**src/rtl/assoc_cache_pkg.sv**
```systemverilog
package assoc_cache_pkg;

  // Lowest set bit among the first n bits of v; 0 when none is set.
  function automatic int lowest_set(input logic [63:0] v, input int n);
    int r;
    r = 0;
    for (int i = n - 1; i >= 0; i--) begin
      if (v[i]) r = i;
    end
    return r;
  endfunction

endpackage

```
**src/rtl/assoc_cam_match.sv**
```systemverilog
module assoc_cam_match #(
  parameter int ENTRIES = 8,
  parameter int TAG_W   = 16,
  parameter int IDX_W   = $clog2(ENTRIES)
) (
  input  logic                           clk,
  input  logic                           rst_n,
  input  logic [ENTRIES-1:0]             slot_live,
  input  logic [ENTRIES-1:0][TAG_W-1:0]  slot_tag,
  input  logic [TAG_W-1:0]               key,
  output logic [ENTRIES-1:0]             match_vec,
  output logic                           any_match,
  output logic [IDX_W-1:0]               match_idx
);

  // Parallel compare, gated by the occupied flag.
  for (genvar e = 0; e < ENTRIES; e++) begin : g_cmp
    assign match_vec[e] = slot_live[e] && (slot_tag[e] == key);
  end

  assign any_match = |match_vec;

  // One-hot to binary: each index bit ORs the lines whose number has it set.
  for (genvar b = 0; b < IDX_W; b++) begin : g_enc
    logic [ENTRIES-1:0] sel;
    for (genvar e = 0; e < ENTRIES; e++) begin : g_sel
      assign sel[e] = match_vec[e] && ((e >> b) & 1) == 1;
    end
    assign match_idx[b] = |sel;
  end

  assert_single_match_R2: assert property (@(posedge clk) disable iff (!rst_n)
    $onehot0(match_vec));

endmodule

```
**src/rtl/assoc_age_ctrl.sv**
```systemverilog
module assoc_age_ctrl #(
  parameter int ENTRIES    = 8,
  parameter int AGE_PERIOD = 64,
  parameter int IDX_W      = $clog2(ENTRIES),
  localparam int CNT_W     = (AGE_PERIOD > 1) ? $clog2(AGE_PERIOD) : 1
) (
  input  logic               clk,
  input  logic               rst_n,
  input  logic [ENTRIES-1:0] slot_live,
  input  logic               touch_en,
  input  logic [IDX_W-1:0]   touch_idx,
  input  logic               fill_en,
  input  logic [IDX_W-1:0]   fill_idx,
  output logic [ENTRIES-1:0] used,
  output logic [ENTRIES-1:0] aged,
  output logic               tick
);

  logic [CNT_W-1:0] cnt;

  assign tick = (cnt == CNT_W'(AGE_PERIOD - 1));

  always_ff @(posedge clk) begin
    if (!rst_n) cnt <= '0;
    else if (tick) cnt <= '0;
    else cnt <= cnt + 1'b1;
  end

  // Later assignments win per bit: aging first, then hit, then fill.
  always_ff @(posedge clk) begin
    if (!rst_n) begin
      used <= '0;
      aged <= '0;
    end else begin
      if (tick) begin
        aged <= slot_live & ~used;
        used <= '0;
      end
      if (touch_en) begin
        used[touch_idx] <= 1'b1;
        aged[touch_idx] <= 1'b0;
      end
      if (fill_en) begin
        used[fill_idx] <= 1'b1;
        aged[fill_idx] <= 1'b0;
      end
    end
  end

  assert_fill_marks_used_R11: assert property (@(posedge clk) disable iff (!rst_n)
    fill_en |=> (used[$past(fill_idx)] && !aged[$past(fill_idx)]));

  assert_age_clears_used_R8: assert property (@(posedge clk) disable iff (!rst_n)
    (tick && !touch_en && !fill_en) |=> (used == '0));

  assert_pulse_single_R8: assert property (@(posedge clk) disable iff (!rst_n)
    (AGE_PERIOD > 1 && tick) |=> !tick);

endmodule

```
**src/rtl/assoc_victim_pick.sv**
```systemverilog
module assoc_victim_pick
  import assoc_cache_pkg::*;
#(
  parameter int ENTRIES = 8,
  parameter int IDX_W   = $clog2(ENTRIES)
) (
  input  logic               clk,
  input  logic               rst_n,
  input  logic [ENTRIES-1:0] slot_live,
  input  logic [ENTRIES-1:0] used,
  input  logic [ENTRIES-1:0] aged,
  output logic [IDX_W-1:0]   victim_idx
);

  logic [63:0] free_w, aged_w, cold_w;

  always_comb begin
    free_w = '0;
    aged_w = '0;
    cold_w = '0;
    free_w[ENTRIES-1:0] = ~slot_live;
    aged_w[ENTRIES-1:0] = aged & slot_live;
    cold_w[ENTRIES-1:0] = ~used;
    if (!(&slot_live))      victim_idx = IDX_W'(lowest_set(free_w, ENTRIES));
    else if (|aged_w)       victim_idx = IDX_W'(lowest_set(aged_w, ENTRIES));
    else if (!(&used))      victim_idx = IDX_W'(lowest_set(cold_w, ENTRIES));
    else                    victim_idx = '0;
  end

  assert_free_slot_first_R4: assert property (@(posedge clk) disable iff (!rst_n)
    !(&slot_live) |-> !slot_live[victim_idx]);

  assert_aged_victim_R9: assert property (@(posedge clk) disable iff (!rst_n)
    ((&slot_live) && |aged) |-> aged[victim_idx]);

endmodule

```
**src/rtl/assoc_age_cache.sv**
```systemverilog
module assoc_age_cache #(
  parameter int ENTRIES    = 8,
  parameter int ADDR_W     = 16,
  parameter int DATA_W     = 32,
  parameter int AGE_PERIOD = 64,
  localparam int IDX_W     = $clog2(ENTRIES)
) (
  input  logic              clk,
  input  logic              rst_n,
  input  logic              req_valid,
  output logic              req_ready,
  input  logic              req_write,
  input  logic [ADDR_W-1:0] req_addr,
  input  logic [DATA_W-1:0] req_wdata,
  output logic              rsp_hit,
  output logic [IDX_W-1:0]  rsp_idx,
  output logic [DATA_W-1:0] rsp_data,
  input  logic              fill_valid,
  input  logic [ADDR_W-1:0] fill_addr,
  input  logic [DATA_W-1:0] fill_data,
  output logic [IDX_W-1:0]  victim_idx,
  output logic              age_pulse
);

  logic [ENTRIES-1:0]             live_q;
  logic [ENTRIES-1:0][ADDR_W-1:0] tag_q;
  logic [ENTRIES-1:0][DATA_W-1:0] data_q;
  logic [ENTRIES-1:0]             used, aged;

  logic [ENTRIES-1:0] req_match_vec, fill_match_vec;
  logic               req_match, fill_match;
  logic [IDX_W-1:0]   req_match_idx, fill_match_idx, fill_slot;
  logic               fire, hit_fire;

  assoc_cam_match #(.ENTRIES(ENTRIES), .TAG_W(ADDR_W), .IDX_W(IDX_W)) u_req_cam (
    .clk(clk), .rst_n(rst_n), .slot_live(live_q), .slot_tag(tag_q), .key(req_addr),
    .match_vec(req_match_vec), .any_match(req_match), .match_idx(req_match_idx));

  assoc_cam_match #(.ENTRIES(ENTRIES), .TAG_W(ADDR_W), .IDX_W(IDX_W)) u_fill_cam (
    .clk(clk), .rst_n(rst_n), .slot_live(live_q), .slot_tag(tag_q), .key(fill_addr),
    .match_vec(fill_match_vec), .any_match(fill_match), .match_idx(fill_match_idx));

  assoc_victim_pick #(.ENTRIES(ENTRIES), .IDX_W(IDX_W)) u_victim (
    .clk(clk), .rst_n(rst_n), .slot_live(live_q), .used(used), .aged(aged),
    .victim_idx(victim_idx));

  assign req_ready = !fill_valid;
  assign fire      = req_valid && req_ready;
  assign hit_fire  = fire && req_match;
  assign fill_slot = fill_match ? fill_match_idx : victim_idx;

  assoc_age_ctrl #(.ENTRIES(ENTRIES), .AGE_PERIOD(AGE_PERIOD), .IDX_W(IDX_W)) u_age (
    .clk(clk), .rst_n(rst_n), .slot_live(live_q),
    .touch_en(hit_fire), .touch_idx(req_match_idx),
    .fill_en(fill_valid), .fill_idx(fill_slot),
    .used(used), .aged(aged), .tick(age_pulse));

  assign rsp_hit  = req_valid && req_match;
  assign rsp_idx  = req_match_idx;
  assign rsp_data = data_q[req_match_idx];

  always_ff @(posedge clk) begin
    if (!rst_n) begin
      live_q <= '0;
      tag_q  <= '0;
      data_q <= '0;
    end else if (fill_valid) begin
      live_q[fill_slot] <= 1'b1;
      tag_q[fill_slot]  <= fill_addr;
      data_q[fill_slot] <= fill_data;
    end else if (hit_fire && req_write) begin
      data_q[req_match_idx] <= req_wdata;
    end
  end

  assert_fill_blocks_req_R7: assert property (@(posedge clk) disable iff (!rst_n)
    fill_valid |-> !req_ready);

  assert_write_miss_no_alloc_R5: assert property (@(posedge clk) disable iff (!rst_n)
    (fire && req_write && !req_match) |=> (live_q == $past(live_q)));

  assert_hit_write_lands_R5: assert property (@(posedge clk) disable iff (!rst_n)
    (hit_fire && req_write) |=> (data_q[$past(req_match_idx)] == $past(req_wdata)));

endmodule

```
**config.mk**
```make
export PLATFORM = sky130hd
export DESIGN_NAME = assoc_age_cache
export DESIGN_NICKNAME = d
export VERILOG_FILES = /design/src/rtl/assoc_cache_pkg.sv /design/src/rtl/assoc_cam_match.sv /design/src/rtl/assoc_age_ctrl.sv /design/src/rtl/assoc_victim_pick.sv /design/src/rtl/assoc_age_cache.sv
export SDC_FILE = /design/constraint.sdc
export NUM_CORES = 1
export LEC_CHECK = 0
export ABC_AREA = 1
export BUFFER_PORTS_ARGS = -buffer_cell sky130_fd_sc_hd__buf_4
export CORE_MARGIN = 4
export CORE_UTILIZATION = 45
export DETAILED_ROUTE_END_ITERATION = 10
export HOLD_SLACK_MARGIN = 0.1
export PLACE_DENSITY = 0.65
export SETUP_SLACK_MARGIN = 0.15
export SYNTH_ARGS = -nofsm -noshare
export SYNTH_HDL_FRONTEND = slang
export SYNTH_SLANG_ARGS = --single-unit
```
**constraint.sdc**
```tcl
create_clock -name clk -period 4 [get_ports clk]
set_input_delay 0.8 -clock clk [delete_from_list [all_inputs] [get_ports clk]]
set_output_delay 0.8 -clock clk [all_outputs]
set_load 0.005 [all_outputs]
```
; Word level (Yosys, flattened, before mapping)
; Index checks and enable logic that the tools add are counted.
; W data, S select, Z words.
[totals]
regBits = 414
input_bits = 101
[op_classes]
order_cmp = 4
bitwise = 12
n_reduce_logical = 36
muxes = 55
n_eq_ne = 17
n_addsub = 1
[ops]
columns = cell, count
row1 = $bwmux W256, 2
row2 = $mux W256, 2
row3 = $eq A16 B16 Y1, 16
row4 = $demux W32 S3, 2
row5 = $bwmux W128, 1
row6 = $bmux W32 S3, 1
row7 = $mux W32, 3
row8 = $mux W3, 28
row9 = $mux W8, 10
row10 = $demux W16 S3, 1
row11 = $and A8 B8 Y8, 4
row12 = $not A8 Y8, 4
row13 = $or A8 B8 Y8, 3
row14 = $reduce_or A4 Y1, 6
row15 = $reduce_or A8 Y1, 3
row16 = $logic_and A1 B1 Y1, 22
row17 = $mux W16, 1
row18 = $reduce_and A8 Y1, 2
row19 = $lt A3 B4 Y1 const B, 2
row20 = $add A6 B1 Y6 const B, 1
row21 = $demux W1 S3, 2
row22 = $eq A6 B6 Y1 const B, 1
row23 = $ge A3 B1 Y1 const B, 2
row24 = $mux W1, 2
row25 = 4 further kinds, 4

; Logic depth before layout (Yosys ltp)
[depth]
word_depth = 20
ltp_mapped = 21
depth_no_buf = 20

; Cells and area by module
; Synthesis repeated with hierarchy kept, for this count alone.
[unflattened]
cells_unflattened = 4513
area_unflattened_um2 = 25792.2
[modules_own_cells]
columns = mod, seq_area_each_um2, n_inst, cells_each, area_each_um2
row1 = assoc_age_cache, 7847.5, 1, 3281, 19897.8
row2 = assoc_cam_match, 0.0, 2, 500, 2224.6
row3 = assoc_age_ctrl, 440.4, 1, 166, 1121.1
row4 = assoc_victim_pick, 0.0, 1, 66, 324.1

; Least setup slack after synthesis
; Ideal clock, no wire load.
[synth_path]
kind = in2out
startpoint = input req_addr[1]
endpoint = output rsp_data[10]
required_time_ns = 3.200
arrival_time_ns = 2.566
path_stages = 15
path_slack_ns = 0.634
path_buffers = 4
path_cell_list = buf_4 -> inv_2 -> buf_6 -> nand2_1 -> nor3b_1 -> nor3b_1 -> nand4_1 -> nand2_1 -> nor2_2 -> inv_2 -> nor2_2 -> buf_2 -> buf_2 -> o211ai_1 -> nand4_1
[synth_via]
elab_chain_cells = 5
[synth_lines]
columns = item, line_no
row1 = "start, declared", assoc_age_cache.sv:13  ; input logic [ADDR_W-1:0] req_addr,
row2 = $eq A16 B16 Y1, assoc_cam_match.sv:18  ; assign match_vec[e] = slot_live[e] && (slot_tag[e] == key);
row3 = $logic_and A1 B1 Y1, assoc_cam_match.sv:18
row4 = $reduce_or A4 Y1 (*), assoc_cam_match.sv:29  ; assign match_idx[b] = |sel;
row5 = named net rsp_idx[1], assoc_age_cache.sv:16  ; output logic [IDX_W-1:0] rsp_idx,
row6 = $bmux W32 S3 (*), assoc_age_cache.sv:60  ; assign rsp_data = data_q[req_match_idx];
row7 = $mux W32 (not written as such) (*), assoc_age_cache.sv:60
row8 = "end, declared", assoc_age_cache.sv:17  ; output logic [DATA_W-1:0] rsp_data,
; Mark *: on every way through the listed nets, which the timed path passes. The rest lies on a longest branch. The select of a mux whose other input is x is not followed.

; Final worst setup path
[layout_path]
startpoint = input req_addr[0]
endpoint = output rsp_data[17]
[layout_via]
elab_chain_cells = 5
[layout_lines]
columns = item, line_no
row1 = $eq A16 B16 Y1, assoc_cam_match.sv:18
row2 = $logic_and A1 B1 Y1, assoc_cam_match.sv:18
row3 = $reduce_or A4 Y1, assoc_cam_match.sv:29
row4 = $bmux W32 S3 (*), assoc_age_cache.sv:60
row5 = $mux W32 (not written as such) (*), assoc_age_cache.sv:60
; Mark *: on every way between the ends. The rest lies on a longest branch, timed or not. The select of a mux whose other input is x is not followed.

==> flow_summary.yaml <==
run_status:
  outcome: "complete, no violations"
worst_setup_path:
  crit_family: "buffers and inverters"
  start_kind: "primary input"
  cp_cell_sequence: "buf_8, clkinvlp_4, buf_4, nand2_1, a21oi_1, and2_1, nand4_1, nand2_2, buf_6, nor2_4, buf_12, buf_6, nand2_1, o211ai_1, nand4_1, buf_4"
  cp_slowest_cell: "nor2_4"
  max_stage_delay_ns: 0.25
  crit_buf_inv: 7
  required_ns: 3.20
  cp_max_fo: 22
  cp.arrival_ns: 3.17
  worst-setup-path-type: "in2out"
  end_kind: "output pin"
finish:
  drive_gt1_frac: 0.1242
  n_fill_cell: 5926
  layout_common_cells: "nand2_1 (1342), nor2_1 (711), inv_1 (489), o21ai_0 (412), dfxtp_1 (408)"
  fin_cells: 5542
  layout_commonest_cell: "nand2_1"
  fin_nets: 4843
  syn2layout_area_growth_pct: 20.23
power_and_ir_drop:
  p_switching_mw: 2.880
  power.density_mw_per_mm2: 321.5
  seq_power_share: 0.415
  combPwrFrac: 0.129
  swShare: 0.2797
  intPower_mw: 7.415
  p_leak_nw: 15.52
  ir_worst_vdd_mv: 0.4477
  clockPowerShare: 0.456
global_routing:
  grt_max_degree: 120
  antenna_found_initial: 2
  grt_pass1_vias: 27730
  grt_use_total: 0.3498
  overflow: 0
  grt_pass1_wl_um: 172100
synthesis:
  synth_area_per_cell_sq_um: 5.801
  synth_ff_type: "dfxtp_1"
  ys_ff_latch: 414
  synth_area_leaders: "dfxtp_1 (31%), nand2_1 (19%), nor2_1 (10%)"
  syn_inst: 4592
  synthArstFlopShare: 0
  netlist_area_sq_mm: 0.02664
  synth_top_area_share: 0.3111
  ys_warn_count: 0
  synth_edf_count: 0
  yosysSeqAreaShare: 0.3111
  netlist-cell-type-count: 47
  yosysTopAreaCell: "dfxtp_1"
  synth_nets: 4694
detailed_routing:
  vias: 30916
  wirelength_um: 117300
  drtAntennaViolNets: 0
  drc: 0
  viasPerCell: 5.578
  drtIter0Drc: 3600
  wire_per_inst_um: 21.16
  dr.pass1.iters: 6
clock_tree:
  clock-sinks: 414
  clk_latency_ns: 0.61
  cts-root-buf: "clkbuf_16"
  cts_hold_buf: 0
  clk_pin_slew_ns: 0.06
  cts_buffers: 48
  cts_tree: "yes"
  h-tree-depth: 2
  clock_path_buffers: 3
sta:
  fmax_mhz: 252.2
  worst_slew_pin_slew_ns: 1.268
  fin_ws_ns: 0.03463
  setup_viol: 0
  hold_viol: 0
  slew_viol_final: 0
  finalClockSkew_ns: 0.02201
  finalCritPeriodShare: 0.9913
  rsz0062_at_grt: "true"
  max-slew-margin-rel: 0.1525
  finalCriticalPeriod_ns: 3.965
floorplan:
  die_x_um: 251.3
  fp-row-count: 88
  io-pin-count: 142
  dieArea_sq_mm: 0.06315
  core_sq_mm: 0.05814
  start_util: 0.4582
  die_h_um: 251.3
place:
  placed_cells: 5414
  io_buffers: 141
  place_hpwl_um: 79130
  gp_congestion: 1.080
  dp_slack_ns: 0.01216
min_path:
  hold_path_class: "reg2reg"
job:
  maxCapViolations: 0
-- metal layers --
| layer | global-route usage | vias up | wire [um] |
|---|---|---|---|
| li1 | - | 14818 | - |
| met1 | 0.4693 | 14021 | 48120 |
| met2 | 0.5376 | 1715 | 49880 |
| met3 | 0.07749 | 360 | 12640 |
| met4 | 0.1631 | 2 | 6611 |
| met5 | 0 | - | 11 |
-- worst reg2reg max path: stages (launching register included) --
cell and delay, ns:
dfxtp_1 0.42, inv_1 0.08, nor2_1 0.13, nor3_1 0.06, and2_1 0.15, nand4_1 0.21
nand2_2 0.13, buf_6 0.14, nor2_4 0.25, buf_4 0.21, clkbuf_16 0.17, nand2_4 0.06
nor2_4 0.97, nand2_1 0.17, o21ai_0 0.13, nor2_1 0.06, nor2_1 0.12
-- worst paths after layout --
path | end | cells past startpoint | slack (ns) | startpoint
hold / removal | u_age.cnt[3] | 2 | 0.47 | u_age.cnt[3]
setup reg to reg | data_q[203] | 16 | 0.48 | tag_q[114]
setup / recovery | rsp_data[17] | 16 | 0.03 | req_addr[0]
hold reg to reg | u_age.cnt[3] | 2 | 0.47 | u_age.cnt[3]
-- metrics by stage --
stage	total power [mW]	area [sq um]	util	setup TNS, ns	hold slack, ns
5_1_grt	10.60	32030	0.5509	-0.2934	0.5006
3_5_place_dp	5.624	29530	0.5080	0	0.4636
4_1_cts	10.30	31340	0.5391	0	0.4737
2_1_floorplan	5.076	26640	-	0	0.4303
6_report	10.30	32030	0.5509	0	0.4697
3_3_place_gp	5.628	29530	0.5080	0	0.4481
-- power groups by stage --
stage | clock, mW | sequential [mW] | combinational [mW]
4_1_cts | 4.75 | 4.27 | 1.27
5_1_grt | 4.90 | 4.28 | 1.42
3_3_place_gp | 0 | 4.36 | 1.27
3_5_place_dp | 0 | 4.36 | 1.26
6_report | 4.70 | 4.27 | 1.32
2_1_floorplan | 0 | 4.34 | 0.740
-- Yosys cell counts (2+ instances only) --
cell,number
nand2_1,1352
nor2_1,714
inv_1,494
o21ai_0,436
dfxtp_1,414
a21oi_1,268
buf_2,154
nand3_1,139
nand4_1,136
clkbuf_1,109
o21ai_1,75
nor3_1,39
o211ai_1,34
xnor2_1,28
xor2_1,28
buf_4,25
inv_2,25
nand2_2,16
nor2_2,12
nor4_1,12
nor3b_1,9
buf_1,8
nand3b_1,7
o22ai_1,7
nand2_4,6
o2111ai_1,6
a211oi_1,5
nor2_4,4
clkbuf_2,3
clkinv_1,3
a21boi_0,2
a21oi_2,2
buf_6,2
nand3_2,2
nand4_2,2
or2_1,2
or2_2,2
-- cell families after synthesis --
kind of cell             synth area share
flip-flops                         0.3111
buffers and inverters              0.1274
AND/OR/NAND/NOR                    0.3794
adder cells (fa/ha/maj)         0.0004697
AO/OA/AOI/OAI                      0.1631
XOR/XNOR                          0.01841
-- flip-flops by register name (all words and copies together) (netlist names) --
signal	count
data_q	256
u_age.used	8
u_age.aged	8
tag_q	128
live_q	8
u_age.cnt	6
-- what timing repair did --
| action | CTS | global route |
|---|---|---|
| pin swaps | 11 | 27 |
| resized for setup | 15 | 87 |
| endpoints found under the setup margin | 32 | 32 |
| gates cloned | 2 | 10 |
| setup buffers | 5 | 25 |
-- final cells by class --
| class | count | area (sq um) | area share |
|---|---|---|---|
| multi-input cells | 3355 | 15170 | 0.4736 |
| flip-flops and latches | 414 | 8295 | 0.2590 |
| inverters | 522 | 1984 | 0.06196 |
| diodes | 1 | 2.502 | 0.00007814 |
| clock inverters | 11 | 171.4 | 0.005352 |
| well taps | 765 | 957.2 | 0.02989 |
| clock buffers | 74 | 1471 | 0.04594 |
| repair buffers | 400 | 3976 | 0.1242 |
No activity file was read; power rests on OpenSTA's default activity.
